### config.mk
export PLATFORM = sky130hd
export DESIGN_NAME = busdma_regwin
export DESIGN_NICKNAME = d
export VERILOG_FILES = /design/src/rtl/busdma_pkg.sv /design/src/rtl/busdma_ctrl.sv /design/src/rtl/busdma_dp.sv /design/src/rtl/busdma_regwin.sv
export SDC_FILE = /design/constraint.sdc
export NUM_CORES = 1
export LEC_CHECK = 0
export BUFFER_PORTS_ARGS = -buffer_cell sky130_fd_sc_hd__buf_2
export CAP_MARGIN = 20
export CORE_UTILIZATION = 36
export CTS_BUF_LIST = sky130_fd_sc_hd__clkbuf_4 sky130_fd_sc_hd__clkbuf_8
export DETAILED_ROUTE_END_ITERATION = 7
export SETUP_SLACK_MARGIN = 0.4
export SYNTH_ARGS = -nofsm -noshare
export SYNTH_HDL_FRONTEND = slang
export SYNTH_SLANG_ARGS = --single-unit
### constraint.sdc
create_clock -name clk -period 1.4 [get_ports clk]
set_input_delay 0.14 -clock clk [delete_from_list [all_inputs] [get_ports clk]]
set_output_delay 0.14 -clock clk [all_outputs]
set_load 0.005 [all_outputs]
### src/rtl/busdma_pkg.sv
package busdma_pkg;
  localparam int unsigned WIN_BYTES  = 8;
  localparam int unsigned ADDR_W     = $clog2(WIN_BYTES);
  localparam int unsigned PTR_BYTES  = 4;
  localparam int unsigned PTR_W      = PTR_BYTES * 8;
  localparam int unsigned PTR_ALIGN  = 2;
  localparam int unsigned OFS_CMD    = 0;
  localparam int unsigned OFS_STAT   = 2;
  localparam int unsigned OFS_PTR    = 4;

  typedef struct packed {
    logic [PTR_BYTES-1:0] ptrLaneWr;
    logic                 flagWr;
  } dpStrobes_t;
endpackage

### src/rtl/busdma_ctrl.sv
module busdma_ctrl
  import busdma_pkg::*;
(
  input  logic              clk,
  input  logic              rstN,
  input  logic              wrEn,
  input  logic [ADDR_W-1:0] addr,
  input  logic [3:0]        wrLow,
  input  logic              engDone,
  input  logic              engErr,
  output dpStrobes_t        strobes,
  output logic              startQ,
  output logic              dirQ,
  output logic              activeQ,
  output logic              errQ,
  output logic              irqQ
);
  logic cmdWr, statWr;
  logic activeN, errN, irqN;

  assign cmdWr  = wrEn && (addr == ADDR_W'(OFS_CMD));
  assign statWr = wrEn && (addr == ADDR_W'(OFS_STAT));
  assign strobes.flagWr = statWr;

  for (genvar i = 0; i < PTR_BYTES; i++) begin : g_lane
    assign strobes.ptrLaneWr[i] = wrEn && (addr == ADDR_W'(OFS_PTR + i));
  end

  always_comb begin
    activeN = activeQ;
    errN    = errQ;
    irqN    = irqQ;
    if (statWr) begin
      if (wrLow[1]) errN = 1'b0;
      if (wrLow[2]) irqN = 1'b0;
    end
    if (activeQ && (engDone || engErr)) begin
      activeN = 1'b0;
      if (engDone) irqN = 1'b1;
      if (engErr)  errN = 1'b1;
    end
    if (cmdWr) begin
      if (wrLow[0] && !startQ) activeN = 1'b1;
      if (!wrLow[0])           activeN = 1'b0;
    end
  end

  always_ff @(posedge clk) begin
    if (!rstN) begin
      startQ  <= 1'b0;
      dirQ    <= 1'b0;
      activeQ <= 1'b0;
      errQ    <= 1'b0;
      irqQ    <= 1'b0;
    end else begin
      if (cmdWr) begin
        startQ <= wrLow[0];
        if (!startQ) dirQ <= wrLow[3];
      end
      activeQ <= activeN;
      errQ    <= errN;
      irqQ    <= irqN;
    end
  end
endmodule

### src/rtl/busdma_dp.sv
module busdma_dp
  import busdma_pkg::*;
(
  input  logic              clk,
  input  logic              rstN,
  input  dpStrobes_t        strobes,
  input  logic [7:0]        wrData,
  input  logic [ADDR_W-1:0] addr,
  input  logic              startQ,
  input  logic              dirQ,
  input  logic              activeQ,
  input  logic              errQ,
  input  logic              irqQ,
  output logic [7:0]        rdData,
  output logic [PTR_W-1:0]  ptrOut
);
  localparam logic [7:0] LOW_MASK = 8'(~((1 << PTR_ALIGN) - 1));

  logic [PTR_W-1:0] ptrQ;
  logic [1:0]       flagQ;
  logic [7:0]       ptrByte [PTR_BYTES];

  for (genvar i = 0; i < PTR_BYTES; i++) begin : g_ptr
    always_ff @(posedge clk) begin
      if (!rstN)                        ptrQ[i*8 +: 8] <= 8'h00;
      else if (strobes.ptrLaneWr[i]) begin
        if (i == 0) ptrQ[i*8 +: 8] <= wrData & LOW_MASK;
        else        ptrQ[i*8 +: 8] <= wrData;
      end
    end
    assign ptrByte[i] = ptrQ[i*8 +: 8];
  end

  always_ff @(posedge clk) begin
    if (!rstN)               flagQ <= 2'b00;
    else if (strobes.flagWr) flagQ <= wrData[6:5];
  end

  always_comb begin
    rdData = 8'h00;
    if (addr[ADDR_W-1]) rdData = ptrByte[addr[1:0]];
    else if (addr == ADDR_W'(OFS_CMD))  rdData = {4'b0000, dirQ, 2'b00, startQ};
    else if (addr == ADDR_W'(OFS_STAT)) rdData = {1'b0, flagQ, 2'b00, irqQ, errQ, activeQ};
  end

  assign ptrOut = ptrQ;
endmodule

### src/rtl/busdma_regwin.sv
module busdma_regwin
  import busdma_pkg::*;
(
  input  logic              clk,
  input  logic              rstN,
  input  logic              regWrEn,
  input  logic [ADDR_W-1:0] regAddr,
  input  logic [7:0]        regWrData,
  output logic [7:0]        regRdData,
  input  logic              engDone,
  input  logic              engErr,
  output logic              engStart,
  output logic              engToMem,
  output logic [PTR_W-1:0]  prdBase,
  output logic              irq
);
  dpStrobes_t strobes;
  logic statActive, statErr, statIrq;

  busdma_ctrl u_ctrl (
    .clk(clk), .rstN(rstN), .wrEn(regWrEn), .addr(regAddr),
    .wrLow(regWrData[3:0]), .engDone(engDone), .engErr(engErr),
    .strobes(strobes), .startQ(engStart), .dirQ(engToMem),
    .activeQ(statActive), .errQ(statErr), .irqQ(statIrq)
  );

  busdma_dp u_dp (
    .clk(clk), .rstN(rstN), .strobes(strobes), .wrData(regWrData),
    .addr(regAddr), .startQ(engStart), .dirQ(engToMem),
    .activeQ(statActive), .errQ(statErr), .irqQ(statIrq),
    .rdData(regRdData), .ptrOut(prdBase)
  );

  assign irq = statIrq;
endmodule

==> results_dict.tcl, run 1 <==
set metrics [dict create \
    outcome "complete, but fails checks" \
    violations "design-rule violations, negative setup slack" \
    io_buffer_count 56 \
    synth_top_area_share_pct 42.74 \
    start_kind "register" \
    rsz0062_at_grt "true" \
    async_flop_share_pct 0 \
    grt_max_degree 18 \
    die_width_um 71.38 \
    syn_area_sq_um 1733 \
    diodes 0 \
    cts.sinks 37 \
    dr_total_vias 1770 \
    ys_types 37 \
    fill_cells 433 \
    yosys_register_bits 37 \
    met3_usage_pct 4.079 \
    design_area_sq_um 2623 \
    final_nets 308 \
    seq_area_sq_um 772.0 \
    grt_pass1_wl_um 8148 \
    cts_max_path_buffers 2 \
    worst_slack_ns -0.1400 \
    clk_pin_slew_ns 0.08 \
    clk_latency_ns 0.30 \
    clock.fmax_ghz 0.6493 \
    dieArea_sq_um 5095 \
    via_per_inst 5.130 \
    grt_pass1_vias 1666 \
    cts_tree "done" \
    drive_above_1_share_pct 48.81 \
    ir_worst_vdd_mv 0.4859 \
    synth_edf_count 0 \
    floorplan.initialDensity_pct 38.47 \
    cts_buffers 5 \
    synth_ff_type "dfxtp_1" \
    layout_common_cells "53 x nand2_1, 41 x buf_2, 32 x buf_4, 28 x a21oi_1, 26 x buf_6" \
    ant_nets 0 \
    grt_busiest_layer "met2" \
    root_buffer "clkbuf_8" \
    multi_input_area_sq_um 937.1 \
    yosysSeqAreaShare_pct 42.74 \
    p_per_area_nw_per_um2 813.8 \
    drc_errors 5 \
    die_h_um 71.38 \
    synth.area.top_cells "dfxtp_1 43%, nand2_1 11%, mux2i_1 9.8%, a21oi_1 8.4%, mux4_2 3.9%" \
    syn_to_final_growth_pct 51.34 \
    overflow 0 \
    critPathKind "reg -> out" \
    setup_violations 3 \
    placed_area_sq_um 2207 \
    rows 24 \
    slew_viol_final 0 \
    worstSetupEndpointType "output port" \
    place_congestion 0.7588 \
    cp_max_fo 2 \
    met2_usage_pct 33.54 \
    cap_violations 0 \
    layout_commonest_cell "nand2_1" \
    synth_area_per_cell_sq_um 8.621 \
    first_pass_iters 7 \
    coreArea_sq_um 4504 \
    drt_wl_total_um 5183 \
    clock_skew_ns 0.0002628 \
    grt_util_all_layers_pct 20.84 \
    hpwl_um 3639 \
    fin_crit_sh_pct 110.0 \
    use_met1_pct 27.87 \
    worst-endpoint-arrival_ns 1.40 \
    hold_viol 0 \
    preCtsSetupSlack_ns -0.01242 \
    required_ns 1.26 \
    wl_per_cell_um 15.02 \
    htreeDepth 2 \
    period_minus_slack_ns 1.540 \
    holdBufCountCts 0 \
    initialDrtViolationCount 122 \
    min_path_type "in -> reg" \
    yosys.area.top_type "dfxtp_1" \
    synth_cells 201 \
    yosysWarningCount 0 \
    boundaryPins 59 \
    antenna_found_initial 0 \
    leakage_nw 1.175 \
]
## kinds of logic (layout without fill, tap and decap cells)
family,count (synthesis),count (layout),share of synthesized area (%)
buffers and inverters,18,109,5.487
muxes,22,22,15.02
DFF,37,37,42.74
other,1,2,0.2164
AOI/OAI and AO/OA,39,39,13.07
and+or+nand+nor,84,84,23.47
## stage by stage
stage | utilization [%] | setup TNS, ns | total power, W | instances | hold slack [ns]
detailed placement | 49.00 | -0.01242 | 0.001364 | 320 | 0.4252
finish | 58.22 | -0.2720 | 0.002134 | 345 | 0.1031
floorplan | - | 0 | 0.001251 | 202 | 0.2497
global route | 58.22 | -0.4851 | 0.002217 | 345 | 0.1215
CTS | 56.11 | -0.3036 | 0.002132 | 340 | 0.09692
global placement | 49.00 | 0 | 0.001364 | 320 | 0.4038
## report_power, final
| group | internal (W) | total [W] | switching, W |
|---|---|---|---|
| clock network | 0.000364 | 0.000750 | 0.000385 |
| logic | 0.000148 | 0.000296 | 0.000148 |
| registers | 0.00107 | 0.00109 | 0.0000154 |
## registers in the layout, indices dropped and copies added (netlist names)
register,cells
u_dp.ptrOut,30
u_dp.flagQ,2
u_ctrl.activeQ,1
u_ctrl.dirQ,1
u_ctrl.errQ,1
u_ctrl.irqQ,1
u_ctrl.startQ,1
## worst max-delay path: stages, from the launching register on
cell and delay (ns):
dfxtp_2 0.33, mux4_2 0.43, a32o_1 0.22, buf_2 0.12
## what timing repair did
action,4_1_cts,5_1_grt
endpoints found under the setup margin,23,27
gates resized for setup,46,13
pin swaps,5,6
setup buffers,12,5
## synthesized netlist by cell type (2+ instances only)
| master | instances |
|---|---|
| a21oi_1 | 29 |
| and2_1 | 2 |
| nand2_1 | 53 |
| mux2i_1 | 17 |
| dfxtp_1 | 37 |
| nor2_1 | 12 |
| a311oi_1 | 2 |
| clkbuf_1 | 5 |
| o21ai_0 | 2 |
| buf_2 | 7 |
| mux2_2 | 2 |
| nand4b_1 | 2 |
| mux4_2 | 3 |
| buf_4 | 3 |
| and4b_1 | 3 |
## per-layer routing
layer  vias to the layer above  wire length, um
li1                        879                -
met1                       836             2404
met2                        48             2476
met3                         7              231
met4                         0               70
met5                         -                0
## worst paths after layout
check,start,slack (ns),depth (start not counted),endpoint
setup / recovery,u_dp.ptrOut[6]$_SDFFE_PN0P_,-0.14,3,regRdData[6]
hold / removal,rstN,0.10,2,u_ctrl.activeQ$_SDFF_PN0_
setup reg to reg,u_ctrl.activeQ$_SDFF_PN0_,0.48,3,u_ctrl.activeQ$_SDFF_PN0_
hold reg to reg,u_dp.ptrOut[27]$_SDFFE_PN0P_,0.47,2,u_dp.ptrOut[27]$_SDFFE_PN0P_
## area by class of cell
class,count,area share (%)
clock buffer,6,2.910
clock inverter,2,0.3817
inverter,1,0.1431
multi-input combinational,147,35.73
sequential,37,29.44
tap,52,2.481
timing repair buffer,100,28.91
(Power assumes the default switching activity.)
==> inputs of run 2 (changes only) <==
--- a/config.mk
+++ b/config.mk
@@ -11,6 +11,7 @@
 export CTS_BUF_LIST = sky130_fd_sc_hd__clkbuf_4 sky130_fd_sc_hd__clkbuf_8
 export DETAILED_ROUTE_END_ITERATION = 7
 export SETUP_SLACK_MARGIN = 0.4
+export SKIP_LAST_GASP = 1
 export SYNTH_ARGS = -nofsm -noshare
 export SYNTH_HDL_FRONTEND = slang
 export SYNTH_SLANG_ARGS = --single-unit
==> run 2 against run 1 <==
Effect of this change:
- the run still ends with design-rule violations, negative setup slack left
- design area decreased by 2.6%
- clock power about the same
- worst setup slack got worse by 0.0036 ns
- critical endpoint unchanged
- largest cell class unchanged
- largest power group unchanged
==> results_dict.tcl, run 2 (synthesis results as in run 1) <==
set metrics [dict create \
    outcome "complete, but fails checks" \
    violations "design-rule violations, negative setup slack" \
    htreeDepth 2 \
    coreArea_sq_um 4504 \
    cts_tree "done" \
    dieArea_sq_um 5095 \
    reg2reg_from "u_ctrl.activeQ$_SDFF_PN0_" \
    placed_area_sq_um 2207 \
    via_per_inst 5.091 \
    root_buffer "clkbuf_8" \
    antenna_found_initial 0 \
    grt_max_degree 18 \
    grt_pass1_wl_um 8004 \
    hold_viol 0 \
    total_power_w 0.002124 \
    critPathKind "reg -> out" \
    dr_total_vias 1741 \
    boundaryPins 59 \
    initialDrtViolationCount 112 \
    syn_to_final_growth_pct 47.36 \
    drt_wl_total_um 5093 \
    slew_viol_final 0 \
    cp_max_fo 2 \
    drc_errors 5 \
    grt_pass1_vias 1639 \
    holdBufCountCts 0 \
    setup_violations 3 \
    die_width_um 71.38 \
    worstSetupEndpointType "output port" \
    place_congestion 0.7588 \
    clk_pin_slew_ns 0.08 \
    start_kind "register" \
    layout_common_cells "53 x nand2_1, 44 x buf_2, 31 x buf_4, 28 x a21oi_1, 22 x buf_6" \
    io_buffer_count 56 \
    largest_reg_flops 30 \
    fin_crit_sh_pct 110.3 \
    min_path_type "in -> reg" \
    cts.sinks 37 \
    design_area_sq_um 2554 \
    period_minus_slack_ns 1.544 \
    fill_cells 438 \
    leakage_nw 1.149 \
    required_ns 1.26 \
    ant_nets 0 \
    overflow 0 \
    hpwl_um 3639 \
    worst_slack_ns -0.1437 \
    floorplan.initialDensity_pct 38.47 \
    die_h_um 71.38 \
    final_nets 305 \
    cts_max_path_buffers 2 \
    ir_worst_vdd_mv 0.4886 \
    min_from "regWrData[1]" \
    startpoint "u_dp.ptrOut[6]$_SDFFE_PN0P_" \
    wl_per_cell_um 14.89 \
    first_pass_iters 6 \
    rows 24 \
    cap_violations 0 \
    p_per_area_nw_per_um2 831.7 \
    cts_buffers 5 \
    grt_util_all_layers_pct 20.52 \
    rsz0062_at_grt "true" \
    layout_commonest_cell "nand2_1" \
    clock.fmax_ghz 0.6478 \
    drive_above_1_share_pct 47.59 \
    clk_latency_ns 0.30 \
    clock_skew_ns 0.0002881 \
    worst-endpoint-arrival_ns 1.40 \
    diodes 0 \
]
## run 2: final timing paths
| check | slack (ns) | cells past startpoint | to |
|---|---|---|---|
| max reg2reg | 0.48 | 3 | u_ctrl.activeQ$_SDFF_PN0_ |
| max | -0.14 | 3 | regRdData[6] |
| min | 0.1 | 2 | u_ctrl.errQ$_SDFF_PN0_ |
| min reg2reg | 0.47 | 2 | u_dp.ptrOut[27]$_SDFFE_PN0P_ |
## run 2: timing repair
item | CTS | global route
pin swaps | 5 | 4
setup buffers | 12 | 2
gates resized for setup | 28 | 21
endpoints found under the setup margin | 23 | 27
## run 2: cell type report
cell class | count | area, sq um | share of cell area [%]
clock buffer | 6 | 76.32 | 2.989
sequential | 37 | 770.7 | 30.18
inverter | 1 | 3.754 | 0.1470
multi-input combinational | 147 | 927.1 | 36.31
tap | 52 | 65.06 | 2.548
timing repair buffer | 97 | 700.7 | 27.44
clock inverter | 2 | 10.01 | 0.3920
## run 2: report_power, final
part           switching (W)  internal [W]  total [W]  leakage (nW)
sequential         0.0000154       0.00107    0.00109         0.310
clock               0.000387      0.000364   0.000751        0.0484
combinational       0.000145      0.000140   0.000284         0.791
total               0.000547       0.00158    0.00212          1.15
## run 2: through the flow
stage / TNS, ns / hold slack (ns) / util (%) / setup slack [ns] / cells
6_report: -0.2922 / 0.09668 / 56.69 / -0.1437 / 342
5_1_grt: -0.4923 / 0.1052 / 56.69 / -0.1936 / 342
4_1_cts: -0.3137 / 0.09692 / 53.94 / -0.1626 / 340
3_5_place_dp: -0.01242 / 0.4252 / 49.00 / -0.01242 / 320
3_3_place_gp: 0 / 0.4038 / 49.00 / 0.004407 / 320
2_1_floorplan: 0 / 0.2497 / - / 0.2743 / 202
## run 2: layer usage
| layer | wire length, um | global-route usage (%) | up-vias |
|---|---|---|---|
| li1 | - | - | 868 |
| met1 | 2298 | 27.51 | 805 |
| met2 | 2433 | 32.91 | 62 |
| met3 | 294 | 3.938 | 6 |
| met4 | 68 | 7.556 | 0 |
| met5 | 0 | 0 | - |
## run 2: worst max-delay path: stages, from the launching register on
cell	delay [ns]
dfxtp_2	0.33
mux4_2	0.44
a32o_1	0.22
buf_2	0.12
==> inputs of run 3 (changes only) <==
--- a/config.mk
+++ b/config.mk
@@ -5,6 +5,7 @@
 export SDC_FILE = /design/constraint.sdc
 export NUM_CORES = 1
 export LEC_CHECK = 0
+export ABC_AREA = 1
 export BUFFER_PORTS_ARGS = -buffer_cell sky130_fd_sc_hd__buf_2
 export CAP_MARGIN = 20
 export CORE_UTILIZATION = 36
==> run 3 against run 2 <==
Effect of this change:
- the flow now finishes without violations
- largest power group unchanged
- non-clock buffer count shrank 24
- first-iteration DRC count down 32%
- wire length increased by 0.22%
- hold slack gained 0.0031 ns
- synthesized cell count grew 24%
- critical path depth up 4
==> results_dict.tcl, run 3 <==
set metrics [dict create \
    outcome "complete, no violations" \
    via_per_inst 4.944 \
    syn_area_sq_um 1677 \
    first_pass_iters 4 \
    yosys_register_bits 37 \
    slew_viol_final 0 \
    overflow 0 \
    path_cells "inv_2 > o21ai_2 > nand2_1 > nand3_1 > nand2_1 > nand2_1 > buf_2" \
    ant_nets 0 \
    setup_violations 0 \
    boundaryPins 59 \
    largest_reg_flops 30 \
    period_minus_slack_ns 1.276 \
    wl_per_cell_um 13.65 \
    place_congestion 0.8901 \
    syn_to_final_growth_pct 39.25 \
    grt_pass1_wl_um 8162 \
    clock.fmax_ghz 0.7837 \
    crit_path_max_incr_delay_ns 0.33 \
    critical_path_buf_inv_count 2 \
    grt_max_degree 22 \
    coreArea_sq_um 4414 \
    cts.sinks 37 \
    clk_latency_ns 0.29 \
    hold-worst-slack_ns 0.09977 \
    critPathKind "reg -> out" \
    min_path_type "in -> reg" \
    layout_commonest_cell "nor2_1" \
    drt_wl_total_um 5104 \
    cp_common_cell "nand2_1" \
    initialDrtViolationCount 76 \
    die_width_um 70.25 \
    cts_tree "done" \
    fin_crit_sh_pct 91.14 \
    seq_area_sq_um 765.7 \
    antenna_found_initial 0 \
    worst_slack_ns 0.1240 \
    ir_worst_vdd_mv 0.3956 \
    yosysWarningCount 0 \
    design_area_sq_um 2335 \
    tns_ns 0 \
    cp_slowest_cell "dfxtp_2" \
    cts_max_path_buffers 2 \
    ys_types 18 \
    grt_util_all_layers_pct 21.67 \
    worst-endpoint-arrival_ns 1.14 \
    p_per_area_nw_per_um2 942.9 \
    drc_errors 0 \
    root_buffer "clkbuf_8" \
    cap_violations 0 \
    placed_area_sq_um 2047 \
    critPathTopFamily "flip-flops" \
    diodes 0 \
    start_kind "register" \
    floorplan.initialDensity_pct 37.98 \
    synth_common_cells "59 x nor2_1, 57 x nand2_1, 37 x dfxtp_1, 37 x o21ai_0, 16 x inv_1" \
    reg2reg_from "u_ctrl.startQ$_SDFFE_PN0P_" \
    leakage_nw 1.178 \
    clk_pin_slew_ns 0.07 \
    yosysSeqAreaShare_pct 44.18 \
    drive_above_1_share_pct 39.13 \
    cts_buffers 5 \
    clock_skew_ns 0.0002105 \
    dieArea_sq_um 4934 \
    synth.most_common_cell "nor2_1" \
    die_h_um 70.25 \
    async_flop_share_pct 0 \
    grt_pass1_vias 1701 \
    final_nets 338 \
    layout_common_cells "59 x nor2_1, 52 x buf_2, 51 x nand2_1, 33 x o21ai_0, 20 x dfxtp_2" \
    min_from "engDone" \
    startpoint "u_dp.ptrOut[3]$_SDFFE_PN0P_" \
    rows 24 \
    multi_input_area_sq_um 882.1 \
    synth_edf_count 0 \
    required_ns 1.26 \
    cp_max_fo 2 \
    worstSetupEndpointType "output port" \
    fill_cells 442 \
    htreeDepth 2 \
    synth.area.top_cells "dfxtp_1 44%, nor2_1 13%, nand2_1 13%, o21ai_0 11%, inv_1 3.6%" \
    synth_ff_type "dfxtp_1" \
    synth_area_per_cell_sq_um 6.733 \
    rsz0062_at_grt "true" \
    holdBufCountCts 0 \
    yosys.area.top_type "dfxtp_1" \
    hpwl_um 3721 \
    synth_cells 249 \
    preCtsSetupSlack_ns 0.1788 \
    io_buffer_count 56 \
    synth_top_area_share_pct 44.18 \
    hold_viol 0 \
    dr_total_vias 1849 \
]
==> run 3: final cells by class <==
type | count | share of cell area [%]
Clock buffer | 7 | 3.859
Inverter | 17 | 2.840
Multi-Input combinational cell | 188 | 37.78
Sequential cell | 37 | 32.80
Tap cell | 52 | 2.787
Timing Repair Buffer | 73 | 19.94
==> run 3: logic make-up (layout without fill, tap and decap cells) <==
logic type	after synthesis	count (layout)	share of synthesized area, %
compound gates	45	45	13.43
other cells	1	2	0.2237
flops	37	37	44.18
simple gates	141	141	35.75
buf+inv	25	97	6.418
==> run 3: repair_timing <==
action,in CTS,in global routing
buffers inserted,8,2
gates resized for setup,28,26
endpoints found under the setup margin,8,16
pin swaps,4,5
==> run 3: report_power, final <==
group          switching [W]  internal, W
Sequential         0.0000277      0.00109
Combinational       0.000169     0.000121
Clock               0.000382     0.000410
Total               0.000579      0.00162
==> run 3: path summary, 6_finish.rpt <==
| path | slack (ns) | cells past startpoint | end |
|---|---|---|---|
| max | 0.12 | 7 | regRdData[3] |
| min | 0.1 | 3 | u_ctrl.irqQ$_SDFF_PN0_ |
| max reg2reg | 0.58 | 5 | u_ctrl.dirQ$_SDFFE_PN0P_ |
| min reg2reg | 0.46 | 2 | u_ctrl.errQ$_SDFF_PN0_ |
==> run 3: stage by stage <==
| step | cells | util, % | total power, W |
|---|---|---|---|
| 6_report | 374 | 52.89 | 0.002202 |
| 5_1_grt | 374 | 52.89 | 0.002298 |
| 4_1_cts | 372 | 50.60 | 0.002194 |
| 3_5_place_dp | 357 | 46.37 | 0.001389 |
| 3_3_place_gp | 357 | 46.37 | 0.001387 |
| 2_1_floorplan | 250 | - | 0.001263 |
==> run 3: metal layers <==
| metal | part of all wire (%) | wire length, um | up-vias | global-route usage, % |
|---|---|---|---|---|
| met5 | 0 | 0 | - | 0 |
| met4 | 3.0 | 152 | 0 | 12.67 |
| met3 | 5.1 | 260 | 15 | 4.618 |
| met2 | 47 | 2387 | 65 | 32.70 |
| met1 | 45 | 2303 | 830 | 28.33 |
| li1 | - | - | 939 | - |
==> run 3: worst min-delay path: cells and delay by family <==
family                 cells  cell delay [ns]
buffers and inverters      1             0.10
AO/OA/AOI/OAI              1             0.05
AND/OR/NAND/NOR            1             0.05
